File: src/rtl/valadd_pkg.sv
package valadd_pkg;
  typedef struct packed {
    logic load;
    logic fix;
  } strobe_t;
endpackage

File: src/rtl/valadd_datapath.sv
module valadd_datapath
  import valadd_pkg::*;
#(
  parameter int WIDTH = 16,
  parameter int SEG   = 4
) (
  input  logic             clk,
  input  logic             rstN,
  input  strobe_t          strobe,
  input  logic [WIDTH-1:0] opA,
  input  logic [WIDTH-1:0] opB,
  output logic             errAny,
  output logic             willClear,
  output logic [WIDTH:0]   sumQ,
  output logic             corrQ
);
  localparam int NSEG = WIDTH / SEG;
  localparam int IDXW = (NSEG > 1) ? $clog2(NSEG) : 1;

  logic [NSEG-1:0] errVec, pendQ, pendAfter;
  logic [WIDTH:0]  approx, sumNext;
  logic [IDXW-1:0] fixIdx;
  logic [SEG:0]    incr;
  logic            found;

  // speculative sum: every segment guesses its carry-in from the one below alone
  for (genvar g = 0; g < NSEG; g++) begin : gSeg
    if (g == 0) begin : gLow
      assign approx[SEG-1:0] = opA[SEG-1:0] + opB[SEG-1:0];
    end else begin : gHigh
      logic specCarry;
      assign specCarry = opA[(g-1)*SEG +: SEG] > ~opB[(g-1)*SEG +: SEG];
      if (g == NSEG - 1) begin : gTop
        assign approx[WIDTH:g*SEG] = {1'b0, opA[g*SEG +: SEG]} + {1'b0, opB[g*SEG +: SEG]}
                                   + {{SEG{1'b0}}, specCarry};
      end else begin : gMid
        assign approx[g*SEG +: SEG] = opA[g*SEG +: SEG] + opB[g*SEG +: SEG]
                                    + {{(SEG-1){1'b0}}, specCarry};
      end
    end
    // AND-gate detection: full propagate below, generate two below
    if (g < 2) begin : gNoErr
      assign errVec[g] = 1'b0;
    end else begin : gErr
      assign errVec[g] = (&(opA[(g-1)*SEG +: SEG] ^ opB[(g-1)*SEG +: SEG]))
                       & (opA[(g-2)*SEG +: SEG] > ~opB[(g-2)*SEG +: SEG]);
    end
  end

  assign errAny = |errVec;

  // repair step: increment lowest pending segment, pass overflow upward
  always_comb begin
    fixIdx = '0;
    found  = 1'b0;
    for (int i = 0; i < NSEG; i++) begin
      if (pendQ[i] && !found) begin
        fixIdx = IDXW'(i);
        found  = 1'b1;
      end
    end
    incr      = {1'b0, sumQ[int'(fixIdx)*SEG +: SEG]} + (SEG+1)'(1);
    sumNext   = sumQ;
    sumNext[int'(fixIdx)*SEG +: SEG] = incr[SEG-1:0];
    pendAfter = pendQ;
    pendAfter[fixIdx] = 1'b0;
    if (incr[SEG] && found) begin
      if (int'(fixIdx) == NSEG - 1) sumNext[WIDTH] = 1'b1;
      else pendAfter[int'(fixIdx) + 1] = 1'b1;
    end
  end

  assign willClear = (pendAfter == '0);

  always_ff @(posedge clk) begin
    if (!rstN) begin
      sumQ  <= '0;
      pendQ <= '0;
      corrQ <= 1'b0;
    end else if (strobe.load) begin
      sumQ  <= approx;
      pendQ <= errVec;
      corrQ <= |errVec;
    end else if (strobe.fix) begin
      sumQ  <= sumNext;
      pendQ <= pendAfter;
    end
  end
endmodule

File: src/rtl/valadd_control.sv
module valadd_control
  import valadd_pkg::*;
(
  input  logic    clk,
  input  logic    rstN,
  input  logic    inValid,
  input  logic    errAny,
  input  logic    willClear,
  output strobe_t strobe,
  output logic    inReady,
  output logic    outValid
);
  logic busyQ, validQ;

  assign inReady     = !busyQ;
  assign strobe.load = inValid && !busyQ;
  assign strobe.fix  = busyQ;
  assign outValid    = validQ;

  always_ff @(posedge clk) begin
    if (!rstN) begin
      busyQ  <= 1'b0;
      validQ <= 1'b0;
    end else if (strobe.load) begin
      busyQ  <= errAny;
      validQ <= !errAny;
    end else if (busyQ) begin
      busyQ  <= !willClear;
      validQ <= willClear;
    end else begin
      validQ <= 1'b0;
    end
  end
endmodule

File: src/rtl/var_lat_approx_adder.sv
module var_lat_approx_adder
  import valadd_pkg::*;
#(
  parameter int WIDTH = 16,
  parameter int SEG   = 4
) (
  input  logic             clk,
  input  logic             rstN,
  input  logic             inValid,
  output logic             inReady,
  input  logic [WIDTH-1:0] inA,
  input  logic [WIDTH-1:0] inB,
  output logic             outValid,
  output logic [WIDTH:0]   outSum,
  output logic             outCorrected
);
  strobe_t strobe;
  logic    errAny, willClear;

  valadd_control ctrl_i (
    .clk(clk), .rstN(rstN), .inValid(inValid), .errAny(errAny),
    .willClear(willClear), .strobe(strobe), .inReady(inReady), .outValid(outValid)
  );

  valadd_datapath #(.WIDTH(WIDTH), .SEG(SEG)) dp_i (
    .clk(clk), .rstN(rstN), .strobe(strobe), .opA(inA), .opB(inB),
    .errAny(errAny), .willClear(willClear), .sumQ(outSum), .corrQ(outCorrected)
  );
endmodule

File: config.mk
export PLATFORM = sky130hd
export DESIGN_NAME = var_lat_approx_adder
export DESIGN_NICKNAME = d
export VERILOG_FILES = /design/src/rtl/valadd_pkg.sv /design/src/rtl/valadd_datapath.sv /design/src/rtl/valadd_control.sv /design/src/rtl/var_lat_approx_adder.sv
export SDC_FILE = /design/constraint.sdc
export NUM_CORES = 1
export LEC_CHECK = 0
export BUFFER_PORTS_ARGS = -buffer_cell sky130_fd_sc_hd__buf_2
export CAP_MARGIN = 5
export CORE_ASPECT_RATIO = 1.75
export CORE_UTILIZATION = 55
export DETAILED_ROUTE_END_ITERATION = 7
export PLACE_DENSITY = 0.82
export SYNTH_ARGS = -nofsm -noshare
export SYNTH_HDL_FRONTEND = slang
export SYNTH_SLANG_ARGS = --single-unit
File: constraint.sdc
create_clock -name clk -period 3.1 [get_ports clk]
set_clock_uncertainty 0.2 [all_clocks]
set_input_delay 0.31 -clock clk [delete_from_list [all_inputs] [get_ports clk]]
set_output_delay 0.31 -clock clk [all_outputs]
set_load 0.03 [all_outputs]
==> Yosys cells after proc, flatten, opt, wreduce, memory -nomap -nowiden <==
Index checks and enable logic that the tools add are counted.
{ "totals": {"regBits": 24} }
{ "op_classes": {"addsub": 10, "n_lt_le_gt_ge": 7, "eq_ne": 1, "shift": 3, "muxes": 24, "bitwise": 11, "n_reduce_logical": 19} }
{ "op_table": {"columns": ["cell", "count"], "rows": [
  ["two-way mux 17 bit", 2],
  ["negation 4 -> 33 bit", 1],
  ["variable shift 4 x 33 -> 17 bit (first input constant)", 1],
  ["variable part select 4 x 33 -> 17 bit", 1],
  [">= comparator 32 x 1 -> 1 bit (second input constant)", 1],
  ["less-than comparator 32 x 4 -> 1 bit (second input constant)", 1],
  ["bitwise mux 17 bit", 1],
  ["variable part select 17 x 5 -> 4 bit", 1],
  ["two-way mux 4 bit", 4],
  ["NOT 4 bit", 4],
  ["two-way mux 1 bit", 13],
  ["adder 4 bit", 3],
  ["> comparator 4 bit", 3],
  ["adder 4 x 1 -> 4 bit", 2],
  ["AND reduction 4 bit", 2],
  ["bitwise XOR 4 bit", 2],
  ["logical AND 1 bit", 7],
  ["zero test 1 bit", 6],
  ["adder 4 x 1 -> 5 bit (second input constant)", 1],
  ["adder 4 x 4 -> 5 bit", 1],
  ["adder 5 x 1 -> 5 bit", 1],
  ["bitwise AND 4 bit", 1],
  ["demux 1 bit (select 2 bit)", 2],
  ["zero test 4 bit", 1],
  ["10 further kinds", 13]
]} }

==> Logic depth before layout (Yosys ltp) <==
Gate-level depths: netlist of the first run.
{ "depth": {"depth_word": 23, "depth_mapped": 15, "mapped_depth_nobuf": 15} }

==> Modules after synthesis <==
From an unflattened synthesis of the first run, not the netlist that was laid out.
{ "unflattened": {"hier_cells": 279, "area_unflattened_um2": 2304.7} }
{ "modules_own_cells": {"columns": ["module", "n_inst", "cells_each", "area_each_um2", "seq_area_each_um2"], "rows": [
  ["valadd_datapath", 1, 268, 2204.6, 440.4],
  ["valadd_control", 1, 11, 100.1, 40.0]
]} }

==> Worst setup path before layout of the first run <==
No wires, ideal clock.
{ "synth_timing": {"kind": "input to register", "start": "input port inA[7]", "end": "register dp_i.sumQ[11]", "t_arrival_ps": 2443, "required_ps": 2778, "setup_slack_ps": 335, "stages": 10, "cell_sequence": "ha_1 and4b_1 a211oi_1 nor2_1 fa_1 a21o_1 a21oi_1 xor2_1 o21ai_0 a221o_1"} }
{ "synth_via": {"elab_chain_cells": 3} }
{ "synth_rtl": {"columns": ["item", "line_no", "text"], "rows": [
  ["from (decl)", "var_lat_approx_adder.sv:11", "input logic [WIDTH-1:0] inA,"],
  ["> comparator 4 bit", "valadd_datapath.sv:32", "assign specCarry = opA[(g-1)*SEG +: SEG] > ~opB[(g-1)*SEG +: SEG];"],
  ["adder 4 x 1 -> 4 bit", "valadd_datapath.sv:38", "+ {{(SEG-1){1'b0}}, specCarry};"],
  ["two-way mux 17 bit", "valadd_datapath.sv:80", "end else if (strobe.load) begin"],
  ["to (signal assigned)", "valadd_datapath.sv:81", "sumQ <= approx;"],
  ["to (signal assigned)", "valadd_datapath.sv:85", "sumQ <= sumNext;"],
  ["to (decl)", "valadd_datapath.sv:14", "output logic [WIDTH:0] sumQ,"]
]} }
No other way between the ends.
A chain may end at the register's enable or synchronous reset.

==> Worst setup path after layout of the first run <==
{ "layout_timing": {"start": "register dp_i.pendQ[3]", "end": "register ctrl_i.validQ, in the netlist ctrl_i.outValid"} }
{ "layout_via": {"elab_chain_cells": 14, "elab_cells_between_ends": 26, "cone_classes": "add/sub: 2; order compare: 4; eq/ne: 1; shift: 1; mux: 10; bitwise: 3; reduce/logical: 5"} }
{ "layout_rtl": {"columns": ["item", "line_no", "text"], "rows": [
  ["from (decl)", "valadd_datapath.sv:20", "logic [NSEG-1:0] errVec, pendQ, pendAfter;"],
  ["from (signal assigned)", "valadd_datapath.sv:82", "pendQ <= errVec;"],
  ["from (signal assigned)", "valadd_datapath.sv:86", "pendQ <= pendAfter;"],
  ["parallel branches: the longest is 10 deep, another holds >= comparator 32 x 1 -> 1 bit", null, null],
  ["two-way mux 4 bit (*)", "valadd_datapath.sv:67", "if (incr[SEG] && found) begin"],
  ["zero test 4 bit (*)", "valadd_datapath.sv:73", "assign willClear = (pendAfter == '0);"],
  ["two-way mux 1 bit (*)", "valadd_control.sv:27", "end else if (busyQ) begin"],
  ["two-way mux 1 bit (*)", "valadd_control.sv:24", "end else if (strobe.load) begin"],
  ["to (signal assigned)", "valadd_control.sv:26", "validQ <= !errAny;"],
  ["to (signal assigned)", "valadd_control.sv:29", "validQ <= willClear;"],
  ["to (decl)", "valadd_control.sv:13", "logic busyQ, validQ;"]
]} }
Every way passes the cells marked *.

==> results of run 1 <==
-- where the power goes --
group | switching, mW | internal, mW
clock network | 0.113 | 0.114
logic | 0.225 | 0.155
registers | 0.0270 | 0.334
total | 0.365 | 0.603
-- stage by stage --
stage	util [%]	total power [mW]	worst slack, ns
global placement	66.01	0.7273	0.1308
detailed placement	66.01	0.7412	0.007043
floorplan	-	0.6129	0.3348
global route	67.32	1.015	0.03681
CTS	67.32	0.9560	0.2113
finish	67.32	0.9680	0.1769
-- routing by layer --
metal	vias up	track usage, %	wire [um]
met4	0	20.05	516
met1	1207	34.92	2454
met3	47	2.030	363
met5	-	0	0
li1	1192	-	-
met2	126	57.80	3679
-- area by class of cell --
class / count / area share (%)
multi-input cells: 236 / 62.02
flip-flops and latches: 24 / 17.04
repair buffers: 70 / 13.84
inverters: 22 / 2.972
well taps: 49 / 2.174
clock buffers: 4 / 1.952
-- cells in the final DEF, fill, tap and decap left out, types with 2 or more instances in the layout --
cell type   n
xnor2_1     3
nand3_2     2
a22oi_1     6
nand2_1    30
a21o_1      8
buf_4      16
xor2_1      6
o21ai_0    29
nand4_1     3
a31oi_1     5
and4_1      3
nor2b_1     6
nand3b_1    4
clkbuf_8    4
mux2i_1     5
o2111ai_1   2
mux2_2      2
a21oi_1    25
inv_1      21
nor2_1     16
a211oi_1    2
ha_1       23
nor3_1      6
buf_2      54
and4b_1     2
dfxtp_1    24
o31ai_1     3
a21boi_0    3
fa_1        7
a221o_1     2
a31o_1      2
nand3_1     5
-- critical path: cells and delay by family (launching register included) --
| family | cells | cell delay, ns |
|---|---|---|
| AND/OR/NAND/NOR | 2 | 0.33 |
| multiplexers | 1 | 0.61 |
| flip-flops | 1 | 0.46 |
| AO/OA/AOI/OAI | 4 | 0.94 |
| adder cells (fa/ha/maj) | 1 | 0.30 |
-- worst max path at each step --
stage	from	end	slack (ns)	cells after the start
after CTS	dp_i.pendQ[3]	ctrl_i.outValid	0.21	8
after detailed placement	inA[6]	dp_i.sumQ[11]	0.007	11
after global placement	inA[6]	dp_i.sumQ[11]	0.13	11
final	dp_i.pendQ[3]	ctrl_i.outValid	0.18	8
after global routing	dp_i.pendQ[3]	ctrl_i.outValid	0.04	8
after floorplan	inA[7]	dp_i.sumQ[11]	0.33	10
-- flip-flops by register name, summed over array words and instances (netlist names) --
signal           flops
dp_i.corrQ           1
dp_i.pendQ           4
ctrl_i.outValid      1
dp_i.sumQ           17
ctrl_i.busyQ         1
-- logic make-up (layout without fill, tap and decap cells) --
logic type	after synthesis	after routing	synth area share (%)
compound gates	97	97	26.04
simple gates	91	91	20.81
buf+inv	34	96	7.764
fa+ha+maj	30	30	17.70
flops	24	24	19.88
xor+xnor	9	9	3.261
mux	9	9	4.555
==> flow_summary.yaml, run 1 <==
power_and_ir_drop:
  p_leak_nw: 1.357
  p_per_area_mw_per_mm2: 343.3
  ir_drop_mv: 0.2526
critical_path:
  start_kind: "flip-flop"
  critPathMaxStageDelay_ns: 0.61
  crit_chain: "nor2b_4 -> o21ba_1 -> mux4_2 -> ha_1 -> o41ai_4 -> nor2_2 -> a211o_1 -> o31ai_1"
  ff2ff_path_depth: 8
  rrSetupSlack_ns: 0.18
  regToRegEndpoint: "ctrl_i.outValid"
  critPathSlowestCell: "mux4_2"
  crit_path_end_kind: "flip-flop"
  cp.required_ns: 3.09
  critical_path.max_fanout: 6
  crit_type: "reg2reg"
  cp.arrival_ns: 2.91
  reg2reg_from: "dp_i.pendQ[3]"
synth:
  ys_warn_count: 0
  synth_common_cells: "30 x nand2_1, 29 x o21ai_0, 25 x a21oi_1"
  ys_ff_latch: 24
  syn_avg_cell_area_sq_um: 8.222
  syn-cell-area_sq_mm: 0.002417
  synth_cell_types: 60
  synth_most_common_cell: "nand2_1"
  synth-edff-count: 0
  async_flop_share_pct: 0
  yosysSeqAreaShare_pct: 19.88
  synth_top_cells_by_area: "dfxtp_1 20%, ha_1 12%, o21ai_0 6.0%"
  synth.top_cell.area_share_pct: 19.88
  synth_top_area_cell: "dfxtp_1"
  synthesis.nets: 359
  synth_cells: 294
  ys.flop_type: "dfxtp_1"
routing:
  drc_errors: 0
  totalWireLength_um: 7014
  wl_per_cell_um: 17.32
  drtAntennaViolNets: 0
  vias: 2572
  vias_per_cell: 6.351
  drt-pass1-iter-count: 5
  dr.first_iter.drc_count: 112
cts:
  cts_setup_buffers: 0
  insertion_delay_ns: 0.27
  clock_sinks: 24
  hold_buffers: 0
  cts_buffer_depth: 2
  post_cts_resize_count: 0
  cts_tree: "done"
  htreeDepth: 1
  root_buffer: "clkbuf_8"
  cts_made_buffers: 3
  clkTransAtPathRegs_ns: 0.09
floorplan:
  rows: 31
  core_sq_mm: 0.004189
  die_area_sq_mm: 0.004675
  die_h_um: 89.70
  start_util_pct: 57.71
  die_w_um: 52.12
  ios: 55
placed_design:
  dp.final_hpwl_um: 5668
  gp_congestion: 0.9475
  placed_area_sq_mm: 0.002765
  dp.cells: 401
  io_buffers: 54
hold_path:
  hold_depth: 2
  min_to: "dp_i.sumQ[12]"
  hp-start: "rstN"
  hold_path.class: "in2reg"
sta:
  rsz0062_at_grt: "false"
  maxSlewViolCount: 0
  timing.final.crit_period_ns: 2.923
  setup_viol: 0
  fmax_mhz: 342.1
  finalHoldViolations: 0
  worst_pin_slew_ns: 0.5254
  tns_ns: 0
  relSlewSlack_pct: 64.70
  finalCritPeriodShare_pct: 94.29
  whs_ns: 0.2790
global_routing:
  antenna_found_initial: 0
  grt_pass1_vias: 2576
  grt_overflow: 0
  track_usage_pct: 32.46
  grt_pass1_wl_um: 11520
  grt_max_degree: 24
status:
  status: "complete, no violations"
cells_and_area:
  n_fill_cell: 370
  nNetsFinal: 422
  postLayoutCellArea_sq_mm: 0.002820
  ff_latch_area_sq_um: 480.5
  finalNonFillerCells: 405
  syn_to_final_growth_pct: 16.67
  multi_input_area_sq_mm: 0.001749
  n_antenna_cell: 0
  drive_above_1_share_pct: 25.84
flow_run:
  drv_cap: 0
Power figures use the tool's default switching activity.
==> run 2: changes to the inputs <==
--- a/config.mk
+++ b/config.mk
@@ -8,9 +8,11 @@
 export BUFFER_PORTS_ARGS = -buffer_cell sky130_fd_sc_hd__buf_2
 export CAP_MARGIN = 5
 export CORE_ASPECT_RATIO = 1.75
-export CORE_UTILIZATION = 55
+export CORE_UTILIZATION = 54
 export DETAILED_ROUTE_END_ITERATION = 7
-export PLACE_DENSITY = 0.82
+export GPL_ROUTABILITY_DRIVEN = 0
+export PLACE_DENSITY = 0.81
 export SYNTH_ARGS = -nofsm -noshare
 export SYNTH_HDL_FRONTEND = slang
+export SYNTH_HIERARCHICAL = 1
 export SYNTH_SLANG_ARGS = --single-unit
==> run 2 against run 1 <==
- first-iteration DRC count down 30%
- synthesized area down 4.7%
- register-to-register slack about the same
- cell count down 4.0%
- clock-buffer cell count unchanged
- final area down 2.7%
- global-route usage down 4.4 points
- flip-flop and latch count unchanged
- core utilization down 0.59 points
- hold slack worse by 0.15 ns
- critical path depth up 2
- critical endpoint is now ctrl_i/busyQ
- highest routed layer unchanged
==> flow_summary.yaml, run 2 <==
status:
  status: "complete, no violations"
sta:
  finalHoldViolations: 0
  fmax_mhz: 343.7
  relSlewSlack_pct: 68.08
  finalCritPeriodShare_pct: 93.85
  setup_viol: 0
  timing.final.crit_period_ns: 2.909
  rsz0062_at_grt: "false"
  maxSlewViolCount: 0
  tns_ns: 0
  worst_pin_slew_ns: 0.4726
hold_path:
  hold_path.class: "in2reg"
cts:
  htreeDepth: 1
  cts_tree: "done"
  root_buffer: "clkbuf_8"
  hold_buffers: 0
  cts_setup_buffers: 0
  cts_made_buffers: 3
  post_cts_resize_count: 0
  insertion_delay_ns: 0.27
  clkTransAtPathRegs_ns: 0.09
  cts_buffer_depth: 2
  clock_sinks: 24
synth:
  synth_top_cells_by_area: "dfxtp_1 21%, ha_1 12%, fa_1 6.1%"
  synth_top_area_cell: "dfxtp_1"
  syn_avg_cell_area_sq_um: 8.261
  synth_common_cells: "27 x nand2_1, 24 x dfxtp_1, 23 x ha_1"
  yosysSeqAreaShare_pct: 20.85
  ys_ff_latch: 24
  synth_most_common_cell: "nand2_1"
  synth.top_cell.area_share_pct: 20.85
  syn-cell-area_sq_mm: 0.002305
  synth_cells: 279
  ys.flop_type: "dfxtp_1"
  synth_cell_types: 61
  async_flop_share_pct: 0
  synthesis.nets: 344
  synth-edff-count: 0
  ys_warn_count: 6
routing:
  wl_per_cell_um: 15.57
  vias_per_cell: 5.928
  drtAntennaViolNets: 0
  vias: 2306
  totalWireLength_um: 6058
  drt-pass1-iter-count: 4
  dr.first_iter.drc_count: 78
  drc_errors: 0
floorplan:
  die_w_um: 51.39
  die_area_sq_mm: 0.004543
  die_h_um: 88.42
  rows: 31
  ios: 55
  core_sq_mm: 0.004111
  start_util_pct: 56.06
power_and_ir_drop:
  p_per_area_mw_per_mm2: 358.5
  ir_drop_mv: 0.2727
  p_leak_nw: 1.262
global_routing:
  antenna_found_initial: 0
  grt_max_degree: 30
  grt_overflow: 0
  track_usage_pct: 28.07
  grt_pass1_wl_um: 9542
  grt_pass1_vias: 2142
flow_run:
  drv_cap: 0
cells_and_area:
  final_cell_mix: "54 x buf_2, 27 x nand2_1, 24 x dfxtp_1"
  mostFrequentLayoutCell: "buf_2"
  regMostFlops: "dp_i/sumQ"
  nNetsFinal: 406
  top_regs: "dp_i/sumQ (17), dp_i/pendQ (4)"
  final_core_util_pct: 66.74
  syn_to_final_growth_pct: 19.06
  n_antenna_cell: 0
  largest_reg_flops: 17
  drive_above_1_share_pct: 25.59
placed_design:
  dp.final_hpwl_um: 4907
  io_buffers: 54
critical_path:
  crit_type: "reg2reg"
  start_kind: "flip-flop"
  cp.arrival_ns: 2.88
  cp.required_ns: 3.07
  crit_path_end_kind: "flip-flop"
  critical_path.max_fanout: 3
run 2: critical path: stages, from the launching register on:
cell and delay, ns:
dfxtp_1 0.31, nand2b_2 0.21, a21oi_4 0.22, mux4_2 0.56, ha_1 0.27, o221ai_2 0.10
a21oi_2 0.06, or4_1 0.51, o41ai_1 0.11, nand3b_1 0.17, o21ai_1 0.07
run 2: layer usage:
layer | vias to the layer above | routed length (um) | track usage, %
met5 | - | 0 | 0
met4 | 0 | 178 | 13.76
met3 | 15 | 324 | 3.436
met2 | 87 | 3373 | 51.71
met1 | 1076 | 2182 | 30.72
li1 | 1128 | - | -
run 2: metrics by stage:
stage                     hold slack [ns]  total power [mW]  cells  worst slack [ns]  area (sq um)
after floorplan                    0.2564            0.6356    279            0.1538          2305
after global placement             0.3179            0.7527    385            0.1517          2689
after detailed placement           0.3344            0.7640    385           0.03939          2689
after CTS                          0.1214            0.9827    389            0.1819          2744
after global routing               0.1299             1.040    389           0.03706          2744
final                              0.1241            0.9837    389            0.1907          2744
run 2: cell type report:
cell class                 instances  area (sq um)
clock buffer                       4         55.05
fill                             384          1368
inverter                          19         71.32
multi-input combinational        226          1708
sequential                        24         480.5
tap                               49         61.31
timing repair buffer              67         367.9
run 2: final timing paths:
path	startpoint	endpoint	slack (ns)	depth (start not counted)
setup / recovery	dp_i/pendQ[2]	ctrl_i/busyQ	0.19	10
hold / removal	inValid	ctrl_i/busyQ	0.12	3
setup reg to reg	dp_i/pendQ[2]	ctrl_i/busyQ	0.19	10
hold reg to reg	dp_i/corrQ	dp_i/corrQ	0.36	2
run 2: kinds of logic after synthesis:
| logic type | after synthesis | share of synthesized area (%) |
|---|---|---|
| AO/OA/AOI/OAI | 79 | 23.40 |
| XOR/XNOR | 9 | 4.072 |
| adder cells (fa/ha/maj) | 30 | 18.57 |
| buffers and inverters | 29 | 5.049 |
| flip-flops | 24 | 20.85 |
| multiplexers | 4 | 2.823 |
| AND/OR/NAND/NOR | 104 | 25.25 |
run 2: where the power goes:
group	leakage (nW)	switching (mW)	internal [mW]	total, mW
logic	1.04	0.234	0.167	0.400
clock network	0.0288	0.108	0.114	0.222
registers	0.198	0.0266	0.335	0.361
==> run 3: changes to the inputs <==
--- a/config.mk
+++ b/config.mk
@@ -5,13 +5,15 @@
 export SDC_FILE = /design/constraint.sdc
 export NUM_CORES = 1
 export LEC_CHECK = 0
+export ABC_AREA = 1
 export BUFFER_PORTS_ARGS = -buffer_cell sky130_fd_sc_hd__buf_2
 export CAP_MARGIN = 5
 export CORE_ASPECT_RATIO = 1.75
-export CORE_UTILIZATION = 54
+export CORE_MARGIN = 10
+export CORE_UTILIZATION = 55
 export DETAILED_ROUTE_END_ITERATION = 7
 export GPL_ROUTABILITY_DRIVEN = 0
-export PLACE_DENSITY = 0.81
+export PLACE_DENSITY = 0.82
 export SYNTH_ARGS = -nofsm -noshare
 export SYNTH_HDL_FRONTEND = slang
 export SYNTH_HIERARCHICAL = 1
==> run 3 against run 2 <==
- clock power fell by 18%
- core utilization fell by 1.6 points
- setup slack improved by 0.11 ns
- sequential power fell by 2%
- largest power group unchanged
==> flow_summary.yaml, run 3 <==
cells_and_area:
  finalNonFillerCells: 458
  final_cell_mix: "78 x nand2_1, 65 x inv_1, 54 x buf_2"
  regMostFlops: "dp_i/sumQ"
  n_antenna_cell: 0
  largest_reg_flops: 17
  drive_above_1_share_pct: 19.80
  nNetsFinal: 476
  mostFrequentLayoutCell: "nand2_1"
  top_regs: "dp_i/sumQ (17), dp_i/pendQ (4)"
  syn_to_final_growth_pct: 14.85
power_and_ir_drop:
  ir_drop_mv: 0.1757
  p_per_area_mw_per_mm2: 334.3
  p_total_mw: 0.8960
  p_leak_nw: 1.367
critical_path:
  crit_chain: "nor2_4 -> nand3_4 -> nand2_4 -> inv_1 -> ha_1 -> inv_1 -> nand3_1 -> nor2_1 -> nand2_1 -> nand2_1 -> inv_1 -> o21ai_1 -> nand2_1 -> a21oi_1"
  start_kind: "flip-flop"
  critPathMaxStageDelay_ns: 0.39
  cp.required_ns: 3.09
  crit_path_end_kind: "flip-flop"
  critPathSlowestCell: "dfxtp_1"
  cp.arrival_ns: 2.79
  critical_path.max_fanout: 18
  crit_type: "reg2reg"
synth:
  ys_warn_count: 6
  synthesis.nets: 423
  async_flop_share_pct: 0
  synth_common_cells: "78 x nand2_1, 65 x inv_1, 35 x nand3_1"
  ys.flop_type: "dfxtp_1"
  syn-cell-area_sq_mm: 0.002333
  synth.top_cell.area_share_pct: 20.59
  synth-edff-count: 0
  synth_top_cells_by_area: "dfxtp_1 21%, nand2_1 13%, ha_1 12%"
  ys_ff_latch: 24
  syn_avg_cell_area_sq_um: 6.518
  synth_cells: 358
  synth_most_common_cell: "nand2_1"
  synth_top_area_cell: "dfxtp_1"
  yosysSeqAreaShare_pct: 20.59
  synth_cell_types: 32
routing:
  vias_per_cell: 5.548
  drc_errors: 0
  drt-pass1-iter-count: 4
  totalWireLength_um: 6698
  drtAntennaViolNets: 0
  vias: 2541
  wl_per_cell_um: 14.62
  dr.first_iter.drc_count: 218
cts:
  post_cts_resize_count: 0
  htreeDepth: 1
  cts_setup_buffers: 0
  clock_sinks: 24
  cts_made_buffers: 3
  hold_buffers: 0
  cts_tree: "done"
  insertion_delay_ns: 0.26
  clkTransAtPathRegs_ns: 0.09
  root_buffer: "clkbuf_8"
  cts_buffer_depth: 2
global_routing:
  met1_usage_pct: 17.20
  busiest_layer: "met2"
  antenna_found_initial: 0
  grt_pass1_vias: 2548
  grt_pass1_wl_um: 11110
  grt_overflow: 0
  grt_max_degree: 19
  grt_use_met3_pct: 1.862
  track_usage_pct: 17.47
  use_met2_pct: 33.79
sta:
  maxSlewViolCount: 0
  setup_viol: 0
  worst_pin_slew_ns: 0.5529
  rsz0062_at_grt: "false"
  fmax_mhz: 357.8
  finalHoldViolations: 0
  timing.final.crit_period_ns: 2.795
  relSlewSlack_pct: 63.10
  tns_ns: 0
  setup_slack_ns: 0.3051
  finalCritPeriodShare_pct: 90.16
floorplan:
  die_w_um: 69.24
  core_sq_mm: 0.004111
  rows: 31
  die_h_um: 106.2
  start_util_pct: 56.76
  ios: 55
  die_area_sq_mm: 0.007351
placed_design:
  dp.cells: 455
  dp.final_hpwl_um: 5485
  io_buffers: 54
  dp_slack_ns: 0.3803
hold_path:
  hold_path.class: "in2reg"
flow_run:
  drv_cap: 0
status:
  status: "complete, no violations"
-- run 3: cell types whose count changed after synthesis, moves of 5 or more --
cell / previous run / this run
nand2_1: 27 / 78
inv_1: 19 / 65
nand3_1: 5 / 35
nor2b_1: 15 / 0
a31oi_1: 1 / 10
nand2b_1: 9 / 0
a21oi_1: 21 / 28
nand2_2: 0 / 6
o21ai_0: 14 / 20
o31ai_1: 6 / 0
and2_1: 5 / 0
nand3b_1: 5 / 0
-- run 3: worst paths after layout --
kind | end | depth (start not counted) | slack [ns] | from
min | ctrl_i/outValid | 3 | 0.10 | inValid
min reg2reg | dp_i/corrQ | 2 | 0.28 | dp_i/corrQ
max reg2reg | dp_i/sumQ[16] | 14 | 0.31 | dp_i/pendQ[1]
max | dp_i/sumQ[16] | 14 | 0.31 | dp_i/pendQ[1]
-- run 3: area by class of cell --
| class | instances | area [sq um] |
|---|---|---|
| Sequential cell | 24 | 480.5 |
| Tap cell | 49 | 61.31 |
| Clock buffer | 3 | 41.29 |
| Timing Repair Buffer | 56 | 285.3 |
| Multi-Input combinational cell | 258 | 1556 |
| Inverter | 68 | 255.2 |
| Fill cell | 414 | 1431 |
-- run 3: cells by family (layout without fill, tap and decap cells) --
group                      count (synthesis)  count (layout)  synth area share [%]
adders and majority gates                 30              30                 18.34
AOI/OAI and AO/OA                         67              67                 15.71
buffers and inverters                     76             127                 12.71
and+or+nand+nor                          157             157                 31.15
DFF                                       24              24                 20.59
xor gates and xnor gates                   4               4                 1.501
-- run 3: critical path, delay by kind of cell (launching register included) --
kind            cells  cell delay (ns)
simple gates        8             1.17
buf+inv             3             0.47
flops               1             0.39
fa+ha+maj           1             0.30
compound gates      2             0.18
-- run 3: layer usage --
layer	share of wire (%)	wire [um]
met5	0	0
met4	4.2	282
met3	5.1	341
met2	53	3543
met1	38	2530
-- run 3: report_power, final --
part	internal (mW)	switching [mW]
clock network	0.0868	0.0964
logic	0.132	0.226
registers	0.333	0.0220
-- run 3: per-stage QoR --
step	hold WS, ns	area (sq um)	utilization, %
after floorplan	0.2358	2333	-
after global placement	0.2577	2639	64.18
after detailed placement	0.2818	2639	64.18
after CTS	0.1026	2680	65.19
after global routing	0.1342	2680	65.19
final	0.1032	2680	65.19
